==> src/rtl/ssc_pkg.sv <==
package ssc_pkg;

    localparam int STEP_W = 8;
    localparam int CODE_W = 3;

    typedef logic [STEP_W-1:0] step_t;

    typedef enum logic [1:0] {
        SRC_OFF    = 2'd0,
        SRC_SERIAL = 2'd1,
        SRC_PRESET = 2'd2,
        SRC_IRIS   = 2'd3
    } src_e;

    // Preset speeds, slowest (k=0) to fastest (k=7); code value 7 is slowest.
    function automatic step_t preset_step(input logic pal, input logic [CODE_W-1:0] code);
        logic [CODE_W-1:0] k;
        step_t s;
        k = ~code;
        case (k)
            3'd0:    s = pal ? step_t'(14)  : step_t'(9);
            3'd1:    s = pal ? step_t'(28)  : step_t'(26);
            3'd2:    s = pal ? step_t'(47)  : step_t'(45);
            3'd3:    s = pal ? step_t'(63)  : step_t'(61);
            3'd4:    s = pal ? step_t'(72)  : step_t'(71);
            3'd5:    s = pal ? step_t'(89)  : step_t'(87);
            3'd6:    s = pal ? step_t'(103) : step_t'(100);
            default: s = pal ? step_t'(151) : step_t'(149);
        endcase
        return s;
    endfunction

    function automatic step_t iris_hi_bound(input logic pal, input logic [1:0] sel);
        step_t s;
        case (sel)
            2'b00:   s = pal ? step_t'(151) : step_t'(149);
            2'b10:   s = pal ? step_t'(130) : step_t'(125);
            2'b11:   s = pal ? step_t'(103) : step_t'(100);
            default: s = pal ? step_t'(89)  : step_t'(87);
        endcase
        return s;
    endfunction

    function automatic step_t iris_lo_bound(input logic pal, input logic lim);
        step_t s;
        if (!lim)     s = '0;
        else if (pal) s = step_t'(14);
        else          s = step_t'(9);
        return s;
    endfunction

    function automatic step_t iris_init_step(input logic pal);
        return pal ? step_t'(63) : step_t'(61);
    endfunction

endpackage

==> src/rtl/ssc_sync.sv <==
module ssc_sync #(
    parameter int STAGES = 2
) (
    input  logic clk,
    input  logic rst_n,
    input  logic din,
    output logic dout
);
    localparam int LAST = STAGES - 1;

    logic [STAGES-1:0] pipe_d, pipe_q;

    always_comb begin
        pipe_d = {pipe_q[STAGES-2:0], din};
    end

    always_ff @(posedge clk or negedge rst_n) begin
        if (!rst_n) pipe_q <= '0;
        else        pipe_q <= pipe_d;
    end

    assign dout = pipe_q[LAST];

endmodule

==> src/rtl/ssc_serial_rx.sv <==
module ssc_serial_rx
    import ssc_pkg::*;
#(
    parameter int SYNC_STAGES = 2
) (
    input  logic  clk,
    input  logic  rst_n,
    input  logic  active,
    input  logic  ser_clk,
    input  logic  ser_dat,
    input  logic  ser_stb,
    output step_t step_o
);
    typedef struct packed {
        step_t shift;
        step_t word;
        logic  clk_prev;
        logic  stb_prev;
    } rx_state_t;

    rx_state_t st_d, st_q;
    logic clk_s, dat_s, stb_s;
    logic clk_rise, stb_rise;

    ssc_sync #(.STAGES(SYNC_STAGES)) u_sync_clk (.clk(clk), .rst_n(rst_n), .din(ser_clk), .dout(clk_s));
    ssc_sync #(.STAGES(SYNC_STAGES)) u_sync_dat (.clk(clk), .rst_n(rst_n), .din(ser_dat), .dout(dat_s));
    ssc_sync #(.STAGES(SYNC_STAGES)) u_sync_stb (.clk(clk), .rst_n(rst_n), .din(ser_stb), .dout(stb_s));

    assign clk_rise = clk_s & ~st_q.clk_prev;
    assign stb_rise = stb_s & ~st_q.stb_prev;

    always_comb begin
        st_d          = st_q;
        st_d.clk_prev = clk_s;
        st_d.stb_prev = stb_s;
        if (active && clk_rise) st_d.shift = {st_q.shift[STEP_W-2:0], dat_s};
        if (active && stb_rise) st_d.word  = st_q.shift;
    end

    always_ff @(posedge clk or negedge rst_n) begin
        if (!rst_n) begin
            st_q.shift    <= '0;
            st_q.word     <= '1;
            st_q.clk_prev <= 1'b0;
            st_q.stb_prev <= 1'b0;
        end else begin
            st_q <= st_d;
        end
    end

    // Word is complement-coded: all ones means step 0.
    assign step_o = ~st_q.word;

    AST_SER_HOLD: assert property (@(posedge clk) disable iff (!rst_n)
        !(active && stb_rise) |=> $stable(st_q.word));

endmodule

==> src/rtl/ssc_iris_ctr.sv <==
module ssc_iris_ctr
    import ssc_pkg::*;
(
    input  logic  clk,
    input  logic  rst_n,
    input  logic  run,
    input  logic  tick,
    input  logic  up,
    input  logic  dn,
    input  logic  pwr_rise,
    input  step_t lo_bound,
    input  step_t hi_bound,
    input  step_t init_step,
    output step_t step_o
);
    typedef struct packed {
        step_t step;
    } iris_state_t;

    iris_state_t st_d, st_q;
    logic [STEP_W:0] cand;

    always_comb begin
        st_d = st_q;
        cand = {1'b0, st_q.step};
        if (up && !dn)                    cand = {1'b0, st_q.step} + 1'b1;
        else if (dn && !up && st_q.step != '0) cand = {1'b0, st_q.step} - 1'b1;

        if (run && pwr_rise) begin
            st_d.step = init_step;
        end else if (run && tick) begin
            if (cand > {1'b0, hi_bound})      st_d.step = hi_bound;
            else if (cand < {1'b0, lo_bound}) st_d.step = lo_bound;
            else                              st_d.step = cand[STEP_W-1:0];
        end
    end

    always_ff @(posedge clk or negedge rst_n) begin
        if (!rst_n) st_q.step <= '0;
        else        st_q      <= st_d;
    end

    assign step_o = st_q.step;

    AST_IRIS_HOLD: assert property (@(posedge clk) disable iff (!rst_n)
        !(run && (tick || pwr_rise)) |=> $stable(st_q.step));

    AST_IRIS_IN_WINDOW: assert property (@(posedge clk) disable iff (!rst_n)
        (run && tick && !pwr_rise) |=>
        (st_q.step <= $past(hi_bound) && st_q.step >= $past(lo_bound)));

    AST_IRIS_POWER_LOAD: assert property (@(posedge clk) disable iff (!rst_n)
        (run && pwr_rise) |=> (st_q.step == $past(init_step)));

endmodule

==> src/rtl/shutter_step_ctrl.sv <==
module shutter_step_ctrl
    import ssc_pkg::*;
#(
    parameter int SYNC_STAGES = 2
) (
    input  logic                  clk,
    input  logic                  rst_n,
    input  logic                  std_625,
    input  logic                  enable,
    input  logic                  iris_mode,
    input  logic                  par_mode,
    input  logic                  ser_clk,
    input  logic                  ser_dat,
    input  logic                  ser_stb,
    input  logic [CODE_W-1:0]     par_code,
    input  logic                  up_flag,
    input  logic                  dn_flag,
    input  logic                  field_tick,
    input  logic                  lo_limit,
    input  logic [1:0]            hi_limit,
    input  logic                  pwr_on,
    output logic [STEP_W-1:0]     step_o,
    output logic                  discharge_en_o
);
    typedef struct packed {
        step_t out;
        logic  dis;
        logic  pwr_prev;
    } top_state_t;

    top_state_t st_d, st_q;
    src_e  src;
    step_t ser_step, iris_step, preset;
    step_t lo_b, hi_b, init_b;
    logic  pwr_s, pwr_rise;
    logic  iris_run, ser_active;

    assign iris_run   = enable & iris_mode;
    assign ser_active = enable & ~iris_mode & ~par_mode;

    ssc_sync #(.STAGES(SYNC_STAGES)) u_sync_pwr (
        .clk(clk), .rst_n(rst_n), .din(pwr_on), .dout(pwr_s));
    assign pwr_rise = pwr_s & ~st_q.pwr_prev;

    always_comb begin
        lo_b   = iris_lo_bound(std_625, lo_limit);
        hi_b   = iris_hi_bound(std_625, hi_limit);
        init_b = iris_init_step(std_625);
        preset = preset_step(std_625, par_code);
    end

    ssc_serial_rx #(.SYNC_STAGES(SYNC_STAGES)) u_serial (
        .clk(clk), .rst_n(rst_n), .active(ser_active),
        .ser_clk(ser_clk), .ser_dat(ser_dat), .ser_stb(ser_stb),
        .step_o(ser_step));

    ssc_iris_ctr u_iris (
        .clk(clk), .rst_n(rst_n), .run(iris_run), .tick(field_tick),
        .up(up_flag), .dn(dn_flag), .pwr_rise(pwr_rise),
        .lo_bound(lo_b), .hi_bound(hi_b), .init_step(init_b),
        .step_o(iris_step));

    always_comb begin
        if (!enable)        src = SRC_OFF;
        else if (iris_mode) src = SRC_IRIS;
        else if (par_mode)  src = SRC_PRESET;
        else                src = SRC_SERIAL;
    end

    always_comb begin
        st_d          = st_q;
        st_d.pwr_prev = pwr_s;
        st_d.dis      = enable;
        case (src)
            SRC_IRIS:   st_d.out = iris_step;
            SRC_PRESET: st_d.out = preset;
            SRC_SERIAL: st_d.out = ser_step;
            default:    st_d.out = '0;
        endcase
    end

    always_ff @(posedge clk or negedge rst_n) begin
        if (!rst_n) begin
            st_q.out      <= '0;
            st_q.dis      <= 1'b0;
            st_q.pwr_prev <= 1'b0;
        end else begin
            st_q <= st_d;
        end
    end

    assign step_o         = st_q.out;
    assign discharge_en_o = st_q.dis;

    AST_OFF_ZERO: assert property (@(posedge clk) disable iff (!rst_n)
        !enable |=> (step_o == '0 && !discharge_en_o));

    AST_DISCHARGE_ON: assert property (@(posedge clk) disable iff (!rst_n)
        enable |=> discharge_en_o);

endmodule

==> config.mk <==
export PLATFORM = sky130hd
export DESIGN_NAME = shutter_step_ctrl
export DESIGN_NICKNAME = d
export VERILOG_FILES = /design/src/rtl/ssc_pkg.sv /design/src/rtl/ssc_sync.sv /design/src/rtl/ssc_serial_rx.sv /design/src/rtl/ssc_iris_ctr.sv /design/src/rtl/shutter_step_ctrl.sv
export SDC_FILE = /design/constraint.sdc
export NUM_CORES = 1
export LEC_CHECK = 0
export BUFFER_PORTS_ARGS = -buffer_cell sky130_fd_sc_hd__buf_4
export CAP_MARGIN = 20
export CELL_PAD_IN_SITES_DETAIL_PLACEMENT = 1
export CELL_PAD_IN_SITES_GLOBAL_PLACEMENT = 1
export CORE_MARGIN = 2
export CORE_UTILIZATION = 46
export CTS_CLUSTER_DIAMETER = 30
export DETAILED_ROUTE_END_ITERATION = 10
export HOLD_SLACK_MARGIN = 0.03
export PLACE_DENSITY = 0.9
export SYNTH_ARGS = -nofsm -noshare
export SYNTH_HDL_FRONTEND = slang
export SYNTH_SLANG_ARGS = --single-unit
==> constraint.sdc <==
create_clock -name clk -period 3.9 [get_ports clk]
set_input_delay 0.78 -clock clk [delete_from_list [all_inputs] [get_ports clk]]
set_output_delay 0.78 -clock clk [all_outputs]
set_load 0.05 [all_outputs]
==> impl_metrics.tcl, run 1 <==
set metrics [dict create \
    mostFrequentLayoutCells "dfrtp_1, buf_4, a21oi_1" \
    rsz0062_at_grt "no" \
    path_max_fanout 8 \
    synth_edf_count 0 \
    synth_area_mm2 0.00276 \
    dr.pass1.iters 4 \
    pre_cts_slack_ns 0.159 \
    grt_pass1_wl_um 11600 \
    synth.top_cell.area_share 0.326 \
    path_clk_slew_ns 0.10 \
    area_growth_pct 9.93 \
    io_pins 28 \
    async_flop_share 1.00 \
    dp.final_hpwl_um 5190 \
    grt_pass1_vias 2323 \
    drc 0 \
    cap_viol_max_count 0 \
    drt_iter0_markers 110 \
    cts_setup_buffers 0 \
    fin_util 0.519 \
    period_needed_ns 3.67 \
    fmax_ghz 0.273 \
    clockBufferDepth 2 \
    crit_chain "inv_1 > ha_1 > nor3b_4 > nor4bb_1 > a31oi_1 > xnor2_2 > ha_1 > nor4_1 > o221ai_1 > a21oi_1 > nand2_1 > a211o_1 > o311a_1" \
    drive_above_1_share 0.283 \
    p_per_area_mw_per_mm2 574 \
    worst_pin_slew_ns 0.563 \
    numPortBuffers 27 \
    vias 2168 \
    vias_per_cell 6.06 \
    ys.flop_type "dfrtp_1" \
    cts.sinks 44 \
    netlist_instances 268 \
    peakVddDrop_v 0.000232 \
    synth_seq_cells 44 \
    synth-seq-area-share 0.403 \
    fp.dieW_um 81.5 \
    syn_nets 299 \
    tritoncts "built" \
    layout.cells.most_common "dfrtp_1" \
    ys_types 66 \
    hold_violations 0 \
    syn-mean-instance-area_um2 10.3 \
    cp_slowest_cell "dfrtp_1" \
    clockRootBuffer "clkbuf_8" \
    hp-class "flip-flop to flip-flop" \
    numCtsBuffers 5 \
    grt_overflow 0 \
    setup_viol 0 \
    crit_arrival_ns 3.87 \
    wirelength_um 7190 \
    cp_top_family "simple AND/OR/NAND/NOR gates" \
    p_total_mw 1.74 \
    core-area_mm2 0.00585 \
    cp.required_ns 4.10 \
    power.static_leakage_nw 1.30 \
    clkLatencyLatePin_ns 0.31 \
    grt_max_degree 45 \
    postRouteAntennaNets 0 \
    antenna_found_initial 0 \
    end_kind "flip-flop" \
    max-slew-margin-rel 0.624 \
    finalCritPeriodShare 0.940 \
    setup-tns-final_ns 0 \
    crit_top_cell "ha_1" \
    fin_skew_ns 0.00933 \
    max_stage_delay_ns 0.50 \
    critPathLaunchType "flip-flop" \
    nets 313 \
    rows 28 \
    synth_top_cell_by_area "dfrtp_1" \
    gp_congestion 0.834 \
    dieArea_mm2 0.00664 \
    crit_path_start "u_iris.step_o[0]" \
    hold_buffers 0 \
    fin_ws_ns 0.234 \
    grt.total_usage 0.232 \
    wire_per_inst_um 20.1 \
    synth_area_leaders "dfrtp_1, dfstp_2, mux2_2" \
    ctsResizeCount 0 \
    n_antenna_cell 0 \
    start_util 0.472 \
    path_buf_inv 1 \
    die-height_um 81.5 \
    r2r_start "u_iris.step_o[0]" \
    htree_levels 2 \
    crit_type "flip-flop to flip-flop" \
    status "complete, no violations" \
    holdCritStartpoint "u_serial.u_sync_clk.pipe_q[0]" \
    yosys_warnings 0 \
    final_max_slew_viol_count 0 \
]
## cells by family (layout without fill, tap and decap cells)
group                      count (synthesis)  after routing  synth area share
AOI/OAI and AO/OA                         74             74             0.192
xor gates and xnor gates                  10             10            0.0372
adders and majority gates                 12             12            0.0544
buffers and inverters                     36             51            0.0784
DFF                                       44             44             0.403
muxes                                     18             18            0.0730
and+or+nand+nor                           74             74             0.162
## cells in the mapped netlist (6+ instances only)
cell and instances:
dfrtp_1 36, a21oi_1 22, mux2_2 17, nor2_1 15, nand2_1 14, ha_1 12, inv_1 12, buf_4 10
nor3_1 9, dfstp_2 8, clkbuf_1 7, nor2b_1 7, o21ai_0 7, a211oi_1 6, o21a_1 6
## power breakdown
group | total [mW] | switching, mW | leakage, nW | internal, mW
clock network | 0.372 | 0.179 | 0.0548 | 0.193
registers | 0.648 | 0.124 | 0.521 | 0.524
logic | 0.722 | 0.416 | 0.722 | 0.305
## stage by stage
step	cell area (um^2)	std cells	hold slack [ns]
after floorplan	2760	268	0.331
after global placement	2910	350	0.332
after detailed placement	2910	350	0.336
after CTS	3030	358	0.357
after global routing	3030	358	0.362
final	3030	358	0.352
## worst paths after layout
kind	end	slack [ns]	cells after the start
worst min-delay path	u_serial.u_sync_clk.pipe_q[1]	0.35	0
worst max register to register	u_iris.step_o[0]	0.23	13
worst max-delay path	u_iris.step_o[0]	0.23	13
min in group asynchronous	u_serial.st_q[17]	0.45	1
worst min register to register	u_serial.u_sync_clk.pipe_q[1]	0.35	0
max in group asynchronous	u_serial.st_q[2]	3.05	1
## flip-flops by register name, summed over array words and instances (netlist names)
register and cells:
discharge_en_o 1, st_q 1, step_o 8, u_iris.step_o 8
u_serial.st_q 18, u_serial.u_sync_clk.pipe_q 2, u_serial.u_sync_dat.pipe_q 2, u_serial.u_sync_stb.pipe_q 2
u_sync_pwr.pipe_q 2
## area by class of cell
class	count	area [um^2]
inverter	13	48.8
clock buffer	5	68.8
tap	75	93.8
clock inverter	3	46.3
multi-input combinational	188	1440
sequential	44	1110
fill	676	2820
timing repair buffer	30	225
## metal layers
layer	routed length [um]	global-route usage	up-vias
met5	0	0	-
met3	235	0.0505	24
met2	3680	0.414	53
met4	198	0.0814	0
met1	3080	0.274	1094
li1	-	-	997
Power figures use the tool's default switching activity.
==> run 2, diff against run 1 <==
- CORE_UTILIZATION: 46 -> 50
- PLACE_DENSITY: 0.9 -> 0.95
- clock period: 3.9 -> 4.39 ns (I/O delays scaled with it)
==> run 2 against run 1 <==
Routed wire length is 2.1% lower. Sequential power decreased by 9.9%. Count of clock-buffer cells in the layout unchanged. Critical path type unchanged. Cell area decreased by 0.87%. Clock power down 13%. Critical endpoint is now u_iris.step_o[3]. Combinational power shrank 14%.
==> impl_metrics.tcl, run 2 (same netlist as run 1, synthesis figures left out) <==
set metrics [dict create \
    fill_cells 597 \
    met3_usage 0.0494 \
    layout.cells.most_common "dfrtp_1" \
    fmax_ghz 0.252 \
    fp.dieW_um 78.3 \
    top_register "u_serial.st_q" \
    mostFrequentLayoutCells "dfrtp_1, buf_4, a21oi_1" \
    n_antenna_cell 0 \
    nets 311 \
    dr.pass1.iters 4 \
    setup_viol 0 \
    area_growth_pct 8.98 \
    crit_arrival_ns 4.17 \
    path_clk_slew_ns 0.09 \
    drt_iter0_markers 133 \
    rsz0062_at_grt "no" \
    cts.sinks 44 \
    internal-power_mw 0.895 \
    postRouteAntennaNets 0 \
    p_sw_frac 0.415 \
    hold_violations 0 \
    fin_util 0.556 \
    status "complete, no violations" \
    peakVddDrop_v 0.000235 \
    fin_cells 353 \
    end_kind "flip-flop" \
    hold_buffers 0 \
    final_max_slew_viol_count 0 \
    wire_per_inst_um 19.9 \
    wirelength_um 7040 \
    p_clk_frac 0.212 \
    clockBufferDepth 2 \
    die-height_um 78.3 \
    gp_congestion 0.871 \
    worst_pin_slew_ns 0.617 \
    numCtsBuffers 5 \
    use_met1 0.296 \
    power.static_leakage_nw 1.29 \
    grt_max_degree 45 \
    drive_above_1_share 0.278 \
    max-slew-margin-rel 0.588 \
    vias_per_cell 6.14 \
    clockRootBuffer "clkbuf_8" \
    fin_skew_ns 0.00354 \
    numPortBuffers 27 \
    period_needed_ns 3.97 \
    pre_cts_slack_ns 0.462 \
    htree_levels 2 \
    r2r_slack_ns 0.42 \
    antenna_found_initial 0 \
    grt_use_met2 0.426 \
    vias 2168 \
    rows 27 \
    crit_type "flip-flop to flip-flop" \
    p_seq_frac 0.381 \
    cts_setup_buffers 0 \
    tritoncts "built" \
    p_per_area_mw_per_mm2 509 \
    critPathLaunchType "flip-flop" \
    cp.required_ns 4.59 \
    ctsResizeCount 0 \
    core-area_mm2 0.00541 \
    dieArea_mm2 0.00613 \
    start_util 0.511 \
    setup-tns-final_ns 0 \
    switchingPower_mw 0.636 \
    drc 0 \
    finalCritPeriodShare 0.905 \
    io_pins 28 \
    grt_overflow 0 \
    grt.total_usage 0.247 \
    largest_reg_flops 18 \
    cap_viol_max_count 0 \
    path_max_fanout 8 \
    fin_ws_ns 0.416 \
    power_frac_comb 0.406 \
    dp_cells 345 \
    grt_pass1_wl_um 11800 \
    clkLatencyLatePin_ns 0.32 \
    grt_most_used_layer "met2" \
    hp-class "flip-flop to flip-flop" \
    grt_pass1_vias 2339 \
    dp.final_hpwl_um 5150 \
]
==> run 2: changes by cell type in the layout (fill, tap and decap cells not counted), sizes merged <==
cell,change
buf,-2
==> run 2: metrics by stage <==
step | total power [mW] | hold slack (ns) | instance area [um^2]
final | 1.53 | 0.359 | 3010
after global routing | 1.62 | 0.363 | 3010
after CTS | 1.52 | 0.362 | 3010
after detailed placement | 1.19 | 0.340 | 2890
after global placement | 1.14 | 0.332 | 2890
after floorplan | 1.06 | 0.331 | 2760
==> run 2: final timing paths <==
check	startpoint	to	depth (start not counted)
min reg2reg	u_serial.u_sync_dat.pipe_q[0]	u_serial.u_sync_dat.pipe_q[1]	0
max reg2reg	u_iris.step_o[0]	u_iris.step_o[3]	14
min	u_serial.u_sync_dat.pipe_q[0]	u_serial.u_sync_dat.pipe_q[1]	0
min in group asynchronous	rst_n	u_serial.st_q[17]	1
max	u_iris.step_o[0]	u_iris.step_o[3]	14
max in group asynchronous	rst_n	u_serial.st_q[5]	1
==> run 2: final cells by class <==
type / count / area [um^2] / share of cell area
clock buffers: 5 / 68.8 / 0.0229
clock inverters: 3 / 46.3 / 0.0154
inverters: 13 / 48.8 / 0.0162
multi-input cells: 188 / 1430 / 0.476
flip-flops and latches: 44 / 1110 / 0.369
well taps: 72 / 90.1 / 0.0300
repair buffers: 28 / 210 / 0.0699
==> run 2: power by group through the flow <==
stage	logic [mW]	clock network [mW]	registers (mW)
global placement	0.560	0	0.581
floorplan	0.556	0	0.504
global route	0.682	0.346	0.593
finish	0.621	0.325	0.584
detailed placement	0.604	0	0.587
CTS	0.615	0.327	0.582
==> run 2: critical path, stage by stage, from the launching register on <==
cell     delay, ns
dfrtp_1       0.53
inv_1         0.13
ha_1          0.28
nor3b_4       0.18
a21oi_2       0.32
a31oi_4       0.16
xnor2_2       0.23
ha_1          0.29
o21a_1        0.20
o21a_1        0.18
o22a_1        0.22
a21oi_1       0.36
nand2_1       0.26
a211o_1       0.36
o311a_1       0.14
==> run 2: layer usage <==
metal,part of all wire,wire length [um]
met1,0.41,2920
met2,0.50,3510
met3,0.042,294
met4,0.045,320
met5,0,0
==> run 3, diff against run 2 <==
- CORE_UTILIZATION: 50 -> 45
- PLACE_DENSITY: 0.95 -> unset
- PLACE_DENSITY_LB_ADDON: unset -> 0.12
- SYNTH_HIERARCHICAL: unset -> 1
==> run 3 against run 2 <==
Flip-flop and latch count unchanged. Maximum frequency up 3.3%. Sequential share of layout area down 5.9 points. Non-clock buffer count up 9. Largest power group unchanged. Via count up 24%. Routed wire length up 16%. Area after synthesis up 15%. Critical endpoint is now u_iris/step_o[1]. Hold slack worse by 0.0022 ns. Total power up 19%. Die area up 27%.
==> impl_metrics.tcl, run 3 <==
set metrics [dict create \
    status "complete, no violations" \
    dp.final_hpwl_um 6380 \
    wirelength_um 8150 \
    hold_violations 0 \
    rsz0062_at_grt "no" \
    htree_levels 2 \
    ys_types 68 \
    grt.total_usage 0.222 \
    async_flop_share 1.00 \
    p_seq_frac 0.304 \
    clockBufferDepth 2 \
    synth_top_cell_by_area "dfrtp_1" \
    synth_area_leaders "dfrtp_1, ha_1, dfstp_2" \
    fill_cells 807 \
    dpl_cell_area_mm2 0.00349 \
    post-synth-top-count-cell "dfrtp_1" \
    crit_arrival_ns 4.03 \
    gp_congestion 0.888 \
    start_util 0.466 \
    p_per_area_mw_per_mm2 509 \
    hp-class "flip-flop to flip-flop" \
    design_area_mm2 0.00358 \
    internal-power_mw 1.01 \
    mostFrequentLayoutCells "buf_4, dfrtp_1, inv_1" \
    grt_pass1_vias 2567 \
    ys_top_cells_by_count "dfrtp_1, inv_1, a21oi_1, ha_1, mux2_2" \
    finalCritPeriodShare 0.876 \
    end_kind "flip-flop" \
    period_needed_ns 3.85 \
    rows 30 \
    setup-tns-final_ns 0 \
    nets 412 \
    netlist_instances 337 \
    power_frac_comb 0.551 \
    crit_type "flip-flop to flip-flop" \
    area_growth_pct 12.5 \
    synth_edf_count 0 \
    crit_path_start "u_iris/step_o[0]" \
    pre_cts_slack_ns 0.296 \
    cts_setup_buffers 0 \
    n_antenna_cell 0 \
    vias 2692 \
    synth.top_cell.area_share 0.283 \
    drc 0 \
    hold_buffers 0 \
    p_clk_frac 0.144 \
    path_max_fanout 7 \
    r2r_start "u_iris/step_o[0]" \
    fin_skew_ns 0.00283 \
    yosys_warnings 6 \
    clkLatencyLatePin_ns 0.29 \
    largest_reg_flops 18 \
    endpoint "u_iris/step_o[1]" \
    path_clk_slew_ns 0.08 \
    p_sw_frac 0.448 \
    grt_overflow 0 \
    drive_above_1_share 0.215 \
    numCtsBuffers 5 \
    ctsResizeCount 0 \
    dr.pass1.iters 4 \
    max-slew-margin-rel 0.515 \
    fin_util 0.525 \
    cp.required_ns 4.57 \
    regToRegEndpoint "u_iris/step_o[1]" \
    tritoncts "built" \
    r2r_slack_ns 0.54 \
    syn-mean-instance-area_um2 9.45 \
    postRouteAntennaNets 0 \
    synth-seq-area-share 0.349 \
    vias_per_cell 5.69 \
    peakVddDrop_v 0.000242 \
    cts.sinks 44 \
    fin_ws_ns 0.544 \
    top_register "u_serial/st_q" \
    synth_area_mm2 0.00319 \
    switchingPower_mw 0.817 \
    r2r_cells 13 \
    dieArea_mm2 0.00777 \
    die-height_um 88.1 \
    ys.flop_type "dfrtp_1" \
    cap_viol_max_count 0 \
    core-area_mm2 0.00683 \
    critPathLaunchType "flip-flop" \
    fmax_ghz 0.260 \
    final_max_slew_viol_count 0 \
    wire_per_inst_um 17.2 \
    worst_pin_slew_ns 0.722 \
    fp.dieW_um 88.1 \
    drt_iter0_markers 83 \
    regArea_mm2 0.00111 \
    clockRootBuffer "clkbuf_8" \
    grt_pass1_wl_um 13200 \
    antenna_found_initial 0 \
    multi_input_area_mm2 0.00185 \
    grt_max_degree 45 \
    power.static_leakage_nw 1.67 \
    p_total_mw 1.82 \
    io_pins 28 \
    setup_viol 0 \
    synth_seq_cells 44 \
    numPortBuffers 27 \
    layout.cells.most_common "buf_4" \
]
==> run 3: cells by family after synthesis <==
group	share of synthesized area
flops	0.349
simple gates	0.182
xor+xnor	0.0216
other cells	0.00236
buf+inv	0.0935
mux	0.0825
compound gates	0.203
fa+ha+maj	0.0668
==> run 3: cell type report <==
class                      count  share of cell area
sequential                    44               0.310
multi-input combinational    254               0.516
inverter                      34              0.0363
tap                           96              0.0335
timing repair buffer          37              0.0775
clock inverter                 2             0.00419
clock buffer                   6              0.0230
==> run 3: worst min path at each step <==
stage / start / to / slack (ns) / cells after the start
floorplan: u_serial/u_sync_clk/pipe_q[0] / u_serial/u_sync_clk/pipe_q[1] / 0.33 / 0
global placement: u_serial/u_sync_stb/pipe_q[0] / u_serial/u_sync_stb/pipe_q[1] / 0.33 / 0
detailed placement: u_serial/u_sync_clk/pipe_q[0] / u_serial/u_sync_clk/pipe_q[1] / 0.34 / 0
CTS: u_serial/u_sync_clk/pipe_q[0] / u_serial/u_sync_clk/pipe_q[1] / 0.36 / 0
global route: u_serial/u_sync_clk/pipe_q[0] / u_serial/u_sync_clk/pipe_q[1] / 0.38 / 0
finish: u_serial/u_sync_clk/pipe_q[0] / u_serial/u_sync_clk/pipe_q[1] / 0.36 / 0
==> run 3: power groups by stage <==
| stage | Sequential [mW] | Clock, mW | Combinational [mW] |
|---|---|---|---|
| 2_1_floorplan | 0.523 | 0 | 0.745 |
| 3_3_place_gp | 0.557 | 0 | 0.968 |
| 3_5_place_dp | 0.563 | 0 | 0.992 |
| 4_1_cts | 0.556 | 0.269 | 0.997 |
| 5_1_grt | 0.565 | 0.287 | 1.10 |
| 6_report | 0.554 | 0.263 | 1.01 |
==> run 3: metal layers <==
metal / vias up / part of all wire / track usage / routed length (um)
li1: 1275 / - / - / -
met1: 1358 / 0.48 / 0.327 / 3910
met2: 51 / 0.47 / 0.342 / 3800
met3: 8 / 0.042 / 0.0320 / 346
met4: 0 / 0.010 / 0.0592 / 85
met5: - / 0 / 0 / 0
==> run 3: worst max-delay path, stage by stage (launching register included) <==
cell and delay, ns:
dfrtp_1 0.42, inv_1 0.11, ha_1 0.22, nor4b_4 0.33, a21oi_1 0.19, mux2i_1 0.16
a221o_1 0.38, ha_1 0.33, nand2_1 0.06, a2111o_1 0.34, o31a_1 0.33, buf_4 0.19
or4_1 0.49, and3b_1 0.18
==> run 3: stage by stage <==
stage                     std cells  hold WS, ns
after global routing            473        0.376
after floorplan                 356        0.331
final                           473        0.356
after global placement          465        0.331
after CTS                       473        0.359
after detailed placement        465        0.340
